$ cat src/rtl/nan_sel_pkg.sv
package nan_sel_pkg;

  typedef enum int {
    RULE_SIG_FIRST = 0,
    RULE_A_FIRST   = 1,
    RULE_LARGER    = 2
  } rule_e;

  // Returns 1 to take operand B, 0 to take operand A.
  function automatic logic choose_b(input int rule,
                                    input logic aq, input logic as_,
                                    input logic bq, input logic bs,
                                    input logic a_larger);
    logic pick;
    case (rule)
      RULE_SIG_FIRST: begin
        if (as_)      pick = 1'b0;
        else if (bs)  pick = 1'b1;
        else if (aq)  pick = 1'b0;
        else          pick = 1'b1;
      end
      RULE_A_FIRST: begin
        pick = !(aq || as_);
      end
      default: begin
        if (as_) begin
          if (bs) pick = !a_larger;
          else    pick = bq;
        end else if (aq) begin
          if (bs || !bq) pick = 1'b0;
          else           pick = !a_larger;
        end else begin
          pick = 1'b1;
        end
      end
    endcase
    return pick;
  endfunction

endpackage

$ cat src/rtl/nan_classify.sv
module nan_classify #(
  parameter int EXP_W        = 8,
  parameter int FRAC_W       = 23,
  parameter bit SNAN_MSB_SET = 1'b0,
  localparam int BODY_W      = EXP_W + FRAC_W
) (
  input  logic [BODY_W-1:0] body,
  output logic              is_qnan,
  output logic              is_snan
);
  logic exp_ones;
  logic frac_msb;
  logic frac_rest_nz;

  assign exp_ones     = &body[BODY_W-1:FRAC_W];
  assign frac_msb     = body[FRAC_W-1];
  assign frac_rest_nz = |body[FRAC_W-2:0];

  generate
    if (SNAN_MSB_SET) begin : g_inv
      assign is_snan = exp_ones && frac_msb;
      assign is_qnan = exp_ones && !frac_msb && frac_rest_nz;
    end else begin : g_norm
      assign is_qnan = exp_ones && frac_msb;
      assign is_snan = exp_ones && !frac_msb && frac_rest_nz;
    end
  endgenerate
endmodule

$ cat src/rtl/nan_magcmp.sv
module nan_magcmp #(
  parameter int W = 32
) (
  input  logic [W-1:0] a,
  input  logic [W-1:0] b,
  output logic         a_larger
);
  logic [W-2:0] mag_a;
  logic [W-2:0] mag_b;

  assign mag_a = a[W-2:0];
  assign mag_b = b[W-2:0];

  always_comb begin
    if (mag_a != mag_b) a_larger = (mag_a > mag_b);
    else                a_larger = (a < b);
  end
endmodule

$ cat src/rtl/nan_quiet.sv
module nan_quiet #(
  parameter int            W            = 32,
  parameter int            FRAC_W       = 23,
  parameter bit            SNAN_MSB_SET = 1'b0,
  parameter logic [W-1:0]  DEFAULT_NAN  = 32'h7FC00000
) (
  input  logic [W-1:0] val,
  input  logic         is_snan,
  output logic [W-1:0] quieted
);
  localparam logic [W-1:0] QUIET_MASK = {{(W-FRAC_W){1'b0}}, 1'b1, {(FRAC_W-1){1'b0}}};

  generate
    if (SNAN_MSB_SET) begin : g_replace
      assign quieted = is_snan ? DEFAULT_NAN : val;
    end else begin : g_setbit
      assign quieted = is_snan ? (val | QUIET_MASK) : val;
    end
  endgenerate
endmodule

$ cat src/rtl/nan_prop_sel.sv
module nan_prop_sel #(
  parameter int EXP_W        = 8,
  parameter int FRAC_W       = 23,
  parameter int RULE_SET     = 0,
  parameter bit SNAN_MSB_SET = 1'b0,
  parameter logic [EXP_W+FRAC_W:0] DEFAULT_NAN = 32'h7FC00000
) (
  input  logic                    clk,
  input  logic                    rst_n,
  input  logic [EXP_W+FRAC_W:0]   op_a,
  input  logic [EXP_W+FRAC_W:0]   op_b,
  input  logic                    dflt_mode,
  output logic [EXP_W+FRAC_W:0]   nan_out,
  output logic                    invalid_out
);
  localparam int W = 1 + EXP_W + FRAC_W;

  logic         a_qnan, a_snan, b_qnan, b_snan;
  logic         a_larger;
  logic         pick_b;
  logic [W-1:0] a_quiet, b_quiet;
  logic [W-1:0] comb_res;
  logic         comb_inv;

  nan_classify #(.EXP_W(EXP_W), .FRAC_W(FRAC_W), .SNAN_MSB_SET(SNAN_MSB_SET)) u_cls_a (
    .body(op_a[W-2:0]), .is_qnan(a_qnan), .is_snan(a_snan));

  nan_classify #(.EXP_W(EXP_W), .FRAC_W(FRAC_W), .SNAN_MSB_SET(SNAN_MSB_SET)) u_cls_b (
    .body(op_b[W-2:0]), .is_qnan(b_qnan), .is_snan(b_snan));

  nan_magcmp #(.W(W)) u_cmp (.a(op_a), .b(op_b), .a_larger(a_larger));

  nan_quiet #(.W(W), .FRAC_W(FRAC_W), .SNAN_MSB_SET(SNAN_MSB_SET), .DEFAULT_NAN(DEFAULT_NAN)) u_q_a (
    .val(op_a), .is_snan(a_snan), .quieted(a_quiet));

  nan_quiet #(.W(W), .FRAC_W(FRAC_W), .SNAN_MSB_SET(SNAN_MSB_SET), .DEFAULT_NAN(DEFAULT_NAN)) u_q_b (
    .val(op_b), .is_snan(b_snan), .quieted(b_quiet));

  assign pick_b   = nan_sel_pkg::choose_b(RULE_SET, a_qnan, a_snan, b_qnan, b_snan, a_larger);
  assign comb_inv = a_snan || b_snan;
  assign comb_res = dflt_mode ? DEFAULT_NAN : (pick_b ? b_quiet : a_quiet);

  always_ff @(posedge clk or negedge rst_n) begin
    if (!rst_n) begin
      nan_out     <= '0;
      invalid_out <= 1'b0;
    end else begin
      nan_out     <= comb_res;
      invalid_out <= comb_inv;
    end
  end
endmodule

$ cat config.mk
export PLATFORM = sky130hd
export DESIGN_NAME = nan_prop_sel
export DESIGN_NICKNAME = d
export VERILOG_FILES = /design/src/rtl/nan_sel_pkg.sv /design/src/rtl/nan_classify.sv /design/src/rtl/nan_magcmp.sv /design/src/rtl/nan_quiet.sv /design/src/rtl/nan_prop_sel.sv
export SDC_FILE = /design/constraint.sdc
export NUM_CORES = 1
export LEC_CHECK = 0
export CAP_MARGIN = 25
export CORE_ASPECT_RATIO = 1.1
export CORE_MARGIN = 4
export CORE_UTILIZATION = 45
export DETAILED_ROUTE_END_ITERATION = 8
export PLACE_DENSITY = 0.95
export RECOVER_POWER = 50
export SLEW_MARGIN = 30
export SYNTH_ARGS = -nofsm -noshare
export SYNTH_HDL_FRONTEND = slang
export SYNTH_HIERARCHICAL = 1
export SYNTH_SLANG_ARGS = --single-unit
$ cat constraint.sdc
create_clock -name clk -period 0.9 [get_ports clk]
set_input_delay 0.225 -clock clk [delete_from_list [all_inputs] [get_ports clk]]
set_output_delay 0.225 -clock clk [all_outputs]
set_load 0.01 [all_outputs]
==> flow_summary.html, run 1 <==
<table>
<tr><th>Metric</th><th>Value</th></tr>
<tr><th colspan="2">Die</th></tr>
<tr><td>Total Die Area</td><td>between 0.006 and 0.007 sq mm</td></tr>
<tr><td>Area inside the core boundary</td><td>approximately 0.0047 sq mm</td></tr>
<tr><td>Top Ports</td><td>100</td></tr>
<tr><td>Starting utilization of the core area</td><td>between 40% and 50%</td></tr>
<tr><td>Chip height</td><td>just over 80 um</td></tr>
<tr><td>Die boundary width</td><td>between 70 and 80 um</td></tr>
<tr><td>Site row count</td><td>26</td></tr>
<tr><th colspan="2">Global route</th></tr>
<tr><td>Via count of the first global-routing pass</td><td>1829</td></tr>
<tr><td>Number of antenna violations at the first check in global routing</td><td>0</td></tr>
<tr><td>GRT Util Overall</td><td>between 10% and 20%</td></tr>
<tr><td>Grt ovf</td><td>0</td></tr>
<tr><td>Maximum number of pins on one net before global-route repair</td><td>65</td></tr>
<tr><td>Global-route wire length before repair</td><td>roughly 8700 um</td></tr>
<tr><th colspan="2">Finish</th></tr>
<tr><td># fillers</td><td>approximately 400</td></tr>
<tr><td>Layout Cells excl Fill</td><td>~350</td></tr>
<tr><td>NumNets Final</td><td>356</td></tr>
<tr><td>Antenna Diode Count</td><td>0</td></tr>
<tr><td>Area overhead of the layout relative to synthesis</td><td>35.7%</td></tr>
<tr><td>Final cell area excluding filler cells</td><td>approximately 0.003 sq mm</td></tr>
<tr><td>Final Core Density</td><td>between 60 and 70%</td></tr>
<tr><td>Share of cells above drive strength 1</td><td>about two fifths</td></tr>
<tr><th colspan="2">Power</th></tr>
<tr><td>Power per Cell Area</td><td>roughly 1100 mW/mm^2</td></tr>
<tr><td>Worst VDD drop</td><td>550 uV</td></tr>
<tr><td>Seq pwr share</td><td>between 40% and 50%</td></tr>
<tr><td>Net switching power figure</td><td>approximately 0.00087 W</td></tr>
<tr><td>Cell-internal power</td><td>between 0.002 and 0.003 W</td></tr>
<tr><td>Switching Fraction</td><td>approximately a quarter</td></tr>
<tr><td>Combinational group share of total power</td><td>~22%</td></tr>
<tr><td>Leakage power of the design</td><td>~1.5 nW</td></tr>
<tr><td>Power share of the clock group</td><td>between 30 and 40%</td></tr>
<tr><th colspan="2">Timing</th></tr>
<tr><td>Max-slew headroom at the worst pin</td><td>around four fifths</td></tr>
<tr><td>Tightest Pin Transition</td><td>slightly above 0.3 ns</td></tr>
<tr><td>Final critical-path share of the clock period</td><td>202%</td></tr>
<tr><td>Slew Limit Fails</td><td>0</td></tr>
<tr><td>Smallest setup slack after layout</td><td>-0.914 ns</td></tr>
<tr><td>Fin Hold WS</td><td>0.196 ns</td></tr>
<tr><td>Setup repair after global routing missed its margin</td><td>yes</td></tr>
<tr><td>Highest clock frequency the design can meet</td><td>about 550 MHz</td></tr>
<tr><td>Final count of negative-setup-slack endpoints</td><td>66</td></tr>
<tr><td>Setup TNS Final</td><td>-30.66 ns</td></tr>
<tr><td>Clock period minus final worst setup slack</td><td>between 1.5 and 2 ns</td></tr>
<tr><td>Hold violation total from the final report</td><td>0</td></tr>
<tr><th colspan="2">CTS</th></tr>
<tr><td>Worst-path clk slew</td><td>0.07 ns</td></tr>
<tr><td>Max clock buf depth</td><td>2</td></tr>
<tr><td>Cell chosen for the clock root</td><td>clkbuf_8</td></tr>
<tr><td>Clock H-tree levels</td><td>2</td></tr>
<tr><td>Clock Sinks</td><td>33</td></tr>
<tr><td>CTS tree</td><td>yes</td></tr>
<tr><td>Inserted Clock Buffers</td><td>5</td></tr>
<tr><th colspan="2">Place</th></tr>
<tr><td>HPWL after DPL</td><td>~4200 um</td></tr>
<tr><td>Area post-placement</td><td>between 0.002 and 0.003 sq mm</td></tr>
<tr><td># placed instances</td><td>331</td></tr>
<tr><td>GPL Wtd Cong</td><td>0.765</td></tr>
<tr><td>Count of input and output buffers</td><td>99</td></tr>
<tr><th colspan="2">Routing</th></tr>
<tr><td>Routed vias</td><td>roughly 1700</td></tr>
<tr><td>Residual DRC count</td><td>0</td></tr>
<tr><td>Drt via density</td><td>roughly 4.8</td></tr>
<tr><td>Iteration-0 DRC count of the detailed router</td><td>62</td></tr>
<tr><td>Post-detailed-routing wire length</td><td>5800 um</td></tr>
<tr><td>First-pass detailed-route iteration total</td><td>4</td></tr>
<tr><td>Routed length per instance</td><td>16.8 um</td></tr>
<tr><td>Count of nets left with antenna violations after detail routing</td><td>0</td></tr>
<tr><th colspan="2">Yosys</th></tr>
<tr><td>Post-Synthesis Cells</td><td>between 200 and 250</td></tr>
<tr><td>Post-Syn Area</td><td>around 0.0022 sq mm</td></tr>
<tr><td>Post-synthesis area per instance</td><td>between 9 and 10 sq um</td></tr>
<tr><td>Post-Syn Nets</td><td>295</td></tr>
<tr><td>Yosys Warn Count</td><td>6</td></tr>
<tr><th colspan="2">Setup path</th></tr>
<tr><td>Data required time of the critical path</td><td>roughly 1.1 ns</td></tr>
<tr><td>Worst-path fanout max</td><td>9</td></tr>
<tr><td>Worst Path Class, Setup</td><td>input port to register</td></tr>
<tr><td>Critical path capture point type</td><td>register</td></tr>
<tr><td>Startpoint kind of the worst setup timing path</td><td>input port</td></tr>
<tr><td>Signal arrival time at the worst endpoint</td><td>roughly 2.0 ns</td></tr>
<tr><th colspan="2">Flow run</th></tr>
<tr><td>Max-cap violations</td><td>0</td></tr>
<tr><th colspan="2">Run status</th></tr>
<tr><td>Violations in the final reports</td><td>negative setup slack</td></tr>
<tr><td>Result of the run</td><td>finished with violations</td></tr>
<tr><th colspan="2">Hold path</th></tr>
<tr><td>Class of the worst hold path</td><td>input port to register</td></tr>
</table>
==> critical path, stage by stage <==
cell	delay (ns)
clkdlybuf4s15_1	0.20
or4_4	0.43
o41a_1	0.43
a21oi_4	0.19
buf_6	0.14
buf_12	0.14
mux2i_2	0.24
==> layer usage <==
layer | share of wire (%) | vias to the layer above | routed length, um | global-route usage, %
li1 | - | 810 | - | -
met1 | 38 | 773 | 2210 | 20.9
met2 | 54 | 66 | 3110 | 35.5
met3 | 7.3 | 7 | 423 | 5.63
met4 | 0.98 | 0 | 57 | 4.27
met5 | 0 | - | 0 | 0
==> sequential cells by signal, summed over array words and instances (netlist names) <==
signal and count:
invalid_out 1, nan_out 32
==> worst paths after layout <==
path | from | cells past startpoint | endpoint
max in group asynchronous | rst_n | 3 | nan_out[10]
max | op_a[11] | 7 | nan_out[28]
min in group asynchronous | rst_n | 3 | nan_out[29]
min | op_a[9] | 3 | nan_out[9]
==> cell type report <==
cell class	instances	area, sq um	share of cell area [%]
Sequential cell	33	826	27.4
Inverter	2	7.51	0.249
Tap cell	56	70.1	2.32
Multi-Input combinational cell	121	968	32.1
Clock buffer	8	80.1	2.65
Timing Repair Buffer	126	1070	35.3
==> layout by cell type, fill, tap and decap left out <==
master	count
nand2b_1	46
buf_2	44
dfrtp_1	33
mux2i_1	27
buf_6	21
nor2_1	18
clkdlybuf4s50_1	17
buf_4	17
dlygate4sd2_1	9
clkdlybuf4s15_1	7
nand4_1	6
mux2i_2	5
clkbuf_8	5
buf_12	5
clkbuf_1	4
nor4_4	4
clkdlybuf4s15_2	3
nor4_2	3
or4_4	2
nor3_2	2
o41a_1	2
or2_1	2
inv_2	1
a21oi_4	1
or2_4	1
dlygate4sd3_1	1
buf_8	1
inv_1	1
nor3_1	1
nor4_1	1
==> power groups by stage <==
stage | Clock (W) | Sequential, W | Combinational, W
after floorplan | 0 | 0.00165 | 0.000373
after global placement | 0 | 0.00161 | 0.000807
after detailed placement | 0 | 0.00161 | 0.000830
after CTS | 0.00109 | 0.00158 | 0.000752
after global routing | 0.00119 | 0.00158 | 0.000822
final | 0.00107 | 0.00158 | 0.000758
==> repair_timing <==
item / CTS / global route
setup buffers: 5 / 2
cloned: 2 / 0
pin swaps: 18 / 1
hold buffers: 1 / 0
setup endpoints to repair: 66 / 66
gates resized for setup: 318 / 10
hold endpoints to repair: 33 / 0
==> metrics by stage <==
step | setup slack (ns) | total power [W]
6_report | -0.914 | 0.00341
3_3_place_gp | -1.48 | 0.00241
3_5_place_dp | -1.56 | 0.00244
5_1_grt | -0.911 | 0.00359
2_1_floorplan | -0.930 | 0.00202
4_1_cts | -0.816 | 0.00343
Note: power is estimated with default switching activity, not from simulation.
==> run 2: changes to the inputs <==
--- a/config.mk
+++ b/config.mk
@@ -17,3 +17,4 @@
 export SYNTH_HDL_FRONTEND = slang
 export SYNTH_HIERARCHICAL = 1
 export SYNTH_SLANG_ARGS = --single-unit
+export TNS_END_PERCENT = 20
==> flow_summary.html, run 2 (synthesis gave the netlist of run 1 again) <==
<table>
<tr><th>Metric</th><th>Value</th></tr>
<tr><th colspan="2">Die</th></tr>
<tr><td>Die boundary width</td><td>75.0 um (unchanged)</td></tr>
<tr><td>Area inside the core boundary</td><td>0.00472 sq mm (unchanged)</td></tr>
<tr><td>Top Ports</td><td>100 (unchanged)</td></tr>
<tr><td>Chip height</td><td>81.7 um (unchanged)</td></tr>
<tr><td>Site row count</td><td>26 (unchanged)</td></tr>
<tr><td>Starting utilization of the core area</td><td>47.2% (unchanged)</td></tr>
<tr><td>Total Die Area</td><td>0.00613 sq mm (unchanged)</td></tr>
<tr><th colspan="2">Global route</th></tr>
<tr><td>Global-route wire length before repair</td><td>8270 um (was 8690 um)</td></tr>
<tr><td>Via count of the first global-routing pass</td><td>1811 (was 1829)</td></tr>
<tr><td>GRT Util Overall</td><td>18.2% (was 19.0%)</td></tr>
<tr><td>Number of antenna violations at the first check in global routing</td><td>0 (unchanged)</td></tr>
<tr><td>Grt ovf</td><td>0 (unchanged)</td></tr>
<tr><td>Maximum number of pins on one net before global-route repair</td><td>65 (unchanged)</td></tr>
<tr><th colspan="2">CTS</th></tr>
<tr><td>CTS tree</td><td>yes (unchanged)</td></tr>
<tr><td>Inserted Clock Buffers</td><td>5 (unchanged)</td></tr>
<tr><td>Clock Sinks</td><td>33 (unchanged)</td></tr>
<tr><td>Worst-path clk slew</td><td>0.07 ns (about the same)</td></tr>
<tr><td>Cell chosen for the clock root</td><td>clkbuf_8 (unchanged)</td></tr>
<tr><td>Max clock buf depth</td><td>2 (unchanged)</td></tr>
<tr><td>Clock H-tree levels</td><td>2 (unchanged)</td></tr>
<tr><th colspan="2">Setup path</th></tr>
<tr><td>Worst-path fanout max</td><td>7 (was 9)</td></tr>
<tr><td>Data required time of the critical path</td><td>1.10 ns (was 1.09 ns)</td></tr>
<tr><td>Startpoint kind of the worst setup timing path</td><td>input port (unchanged)</td></tr>
<tr><td>Worst Path Class, Setup</td><td>input port to register (unchanged)</td></tr>
<tr><td>Critical path capture point type</td><td>register (unchanged)</td></tr>
<tr><td>Signal arrival time at the worst endpoint</td><td>1.86 ns (was 2.00 ns)</td></tr>
<tr><th colspan="2">Place</th></tr>
<tr><td>HPWL after DPL</td><td>3900 um (was 4180 um)</td></tr>
<tr><td># placed instances</td><td>327 (was 331)</td></tr>
<tr><td>GPL Wtd Cong</td><td>0.765 (about the same)</td></tr>
<tr><td>Count of input and output buffers</td><td>99 (unchanged)</td></tr>
<tr><th colspan="2">Finish</th></tr>
<tr><td>Antenna Diode Count</td><td>0 (unchanged)</td></tr>
<tr><td>Layout Cells excl Fill</td><td>343 (was 346)</td></tr>
<tr><td>Most frequent standard cell in the layout excluding fill and tap cells</td><td>buf_2 (was nand2b_1)</td></tr>
<tr><td>Area overhead of the layout relative to synthesis</td><td>34.1% (was 35.7%)</td></tr>
<tr><td>Top register by number of flip-flops</td><td>nan_out (unchanged)</td></tr>
<tr><td>NumNets Final</td><td>353 (was 356)</td></tr>
<tr><td>Most frequent cells in the layout</td><td>buf_2, nand2b_1, dfrtp_1 (was nand2b_1, buf_2, dfrtp_1)</td></tr>
<tr><td>Max reg flops</td><td>32 (unchanged)</td></tr>
<tr><td>Share of cells above drive strength 1</td><td>39.4% (was 39.7%)</td></tr>
<tr><td>Largest registers in the final layout</td><td>nan_out (32), invalid_out (1) (unchanged)</td></tr>
<tr><th colspan="2">Timing</th></tr>
<tr><td>Final critical-path share of the clock period</td><td>184% (was 202%)</td></tr>
<tr><td>Setup TNS Final</td><td>-27.56 ns (was -30.66 ns)</td></tr>
<tr><td>Setup repair after global routing missed its margin</td><td>yes (unchanged)</td></tr>
<tr><td>Smallest setup slack after layout</td><td>-0.760 ns (was -0.914 ns)</td></tr>
<tr><td>Hold violation total from the final report</td><td>0 (unchanged)</td></tr>
<tr><td>Max-slew headroom at the worst pin</td><td>75.4% (was 79.3%)</td></tr>
<tr><td>Slew Limit Fails</td><td>0 (unchanged)</td></tr>
<tr><td>Highest clock frequency the design can meet</td><td>602 MHz (was 551 MHz)</td></tr>
<tr><td>Clock period minus final worst setup slack</td><td>1.66 ns (was 1.81 ns)</td></tr>
<tr><td>Tightest Pin Transition</td><td>0.367 ns (was 0.311 ns)</td></tr>
<tr><td>Fin Hold WS</td><td>0.190 ns (was 0.196 ns)</td></tr>
<tr><td>Final count of negative-setup-slack endpoints</td><td>66 (unchanged)</td></tr>
<tr><th colspan="2">Hold path</th></tr>
<tr><td>Hold Path Stages</td><td>3 (unchanged)</td></tr>
<tr><td>Class of the worst hold path</td><td>input port to register (unchanged)</td></tr>
<tr><th colspan="2">Run status</th></tr>
<tr><td>Violations in the final reports</td><td>negative setup slack (unchanged)</td></tr>
<tr><td>Result of the run</td><td>finished with violations (unchanged)</td></tr>
<tr><th colspan="2">Routing</th></tr>
<tr><td>Iteration-0 DRC count of the detailed router</td><td>27 (was 62)</td></tr>
<tr><td>Routed vias</td><td>1689 (was 1656)</td></tr>
<tr><td>Post-detailed-routing wire length</td><td>5490 um (was 5800 um)</td></tr>
<tr><td>Routed length per instance</td><td>16.0 um (was 16.8 um)</td></tr>
<tr><td>Residual DRC count</td><td>0 (unchanged)</td></tr>
<tr><td>First-pass detailed-route iteration total</td><td>4 (unchanged)</td></tr>
<tr><td>Drt via density</td><td>4.92 (was 4.79)</td></tr>
<tr><td>Count of nets left with antenna violations after detail routing</td><td>0 (unchanged)</td></tr>
<tr><th colspan="2">Power</th></tr>
<tr><td>Worst VDD drop</td><td>800 uV (was 550 uV)</td></tr>
<tr><td>Leakage power of the design</td><td>1.58 nW (was 1.54 nW)</td></tr>
<tr><td>Power per Cell Area</td><td>1190 mW/mm^2 (was 1130 mW/mm^2)</td></tr>
<tr><th colspan="2">Flow run</th></tr>
<tr><td>Max-cap violations</td><td>0 (unchanged)</td></tr>
</table>
[run 2: cell count changes in the layout (fill, tap and decap cells not counted), sizes merged]
cell,previous run,this run
clkinv,0,1
buf,88,86
dlygate4sd2,9,11
clkdlybuf4s15,10,5
clkbuf,9,10
[run 2: repair_timing]
item | 4_1_cts | 5_1_grt
pin swaps | 18 | 7
gates resized for setup | 304 | 18
endpoints found under the setup margin | 66 | 66
setup buffers | 4 | 2
hold buffers | 1 | 0
endpoints found under the hold margin | 33 | 0
cloned | 3 | 0
[run 2: report_power, final]
group          switching [W]  leakage (nW)  internal [W]  total [W]
registers          0.0000226         0.403       0.00156    0.00158
logic               0.000328          1.12      0.000409   0.000737
clock network       0.000546        0.0542      0.000691    0.00124
total               0.000897          1.58       0.00266    0.00355
[run 2: worst max-delay path, stage by stage]
cell	delay, ns
buf_6	0.09
or4_4	0.52
o41a_1	0.38
a21oi_4	0.17
buf_6	0.15
buf_12	0.13
mux2i_1	0.19
[run 2: final timing paths]
kind | slack [ns] | to | from
worst max-delay path | -0.76 | nan_out[10] | op_a[8]
worst min-delay path | 0.19 | nan_out[11] | op_b[11]
max in group asynchronous | 0.19 | nan_out[17] | rst_n
min in group asynchronous | 0.45 | nan_out[26] | rst_n
[run 2: cell type report]
type / count / area, sq um
Fill cell: 392 / 1730
Timing Repair Buffer: 123 / 1020
Multi-Input combinational cell: 121 / 956
Sequential cell: 33 / 826
Clock buffer: 7 / 96.3
Tap cell: 56 / 70.1
Inverter: 2 / 7.51
Clock inverter: 1 / 5.00
[run 2: routing by layer]
| layer | share of wire [%] | vias up | GRT usage [%] |
|---|---|---|---|
| met5 | 0 | - | 0 |
| met4 | 1.6 | 0 | 6.58 |
| met1 | 35 | 806 | 19.6 |
| met2 | 54 | 68 | 33.4 |
| met3 | 9.1 | 9 | 4.90 |
| li1 | - | 806 | - |
[run 2: metrics by stage]
stage	utilization (%)	power (W)	setup slack [ns]	area, sq um
final	63.3	0.00355	-0.760	2980
after global routing	63.3	0.00375	-0.832	2980
after CTS	62.7	0.00358	-0.763	2960
after detailed placement	61.7	0.00243	-1.45	2910
after global placement	61.7	0.00241	-1.41	2910
after floorplan	-	0.00202	-0.930	2220
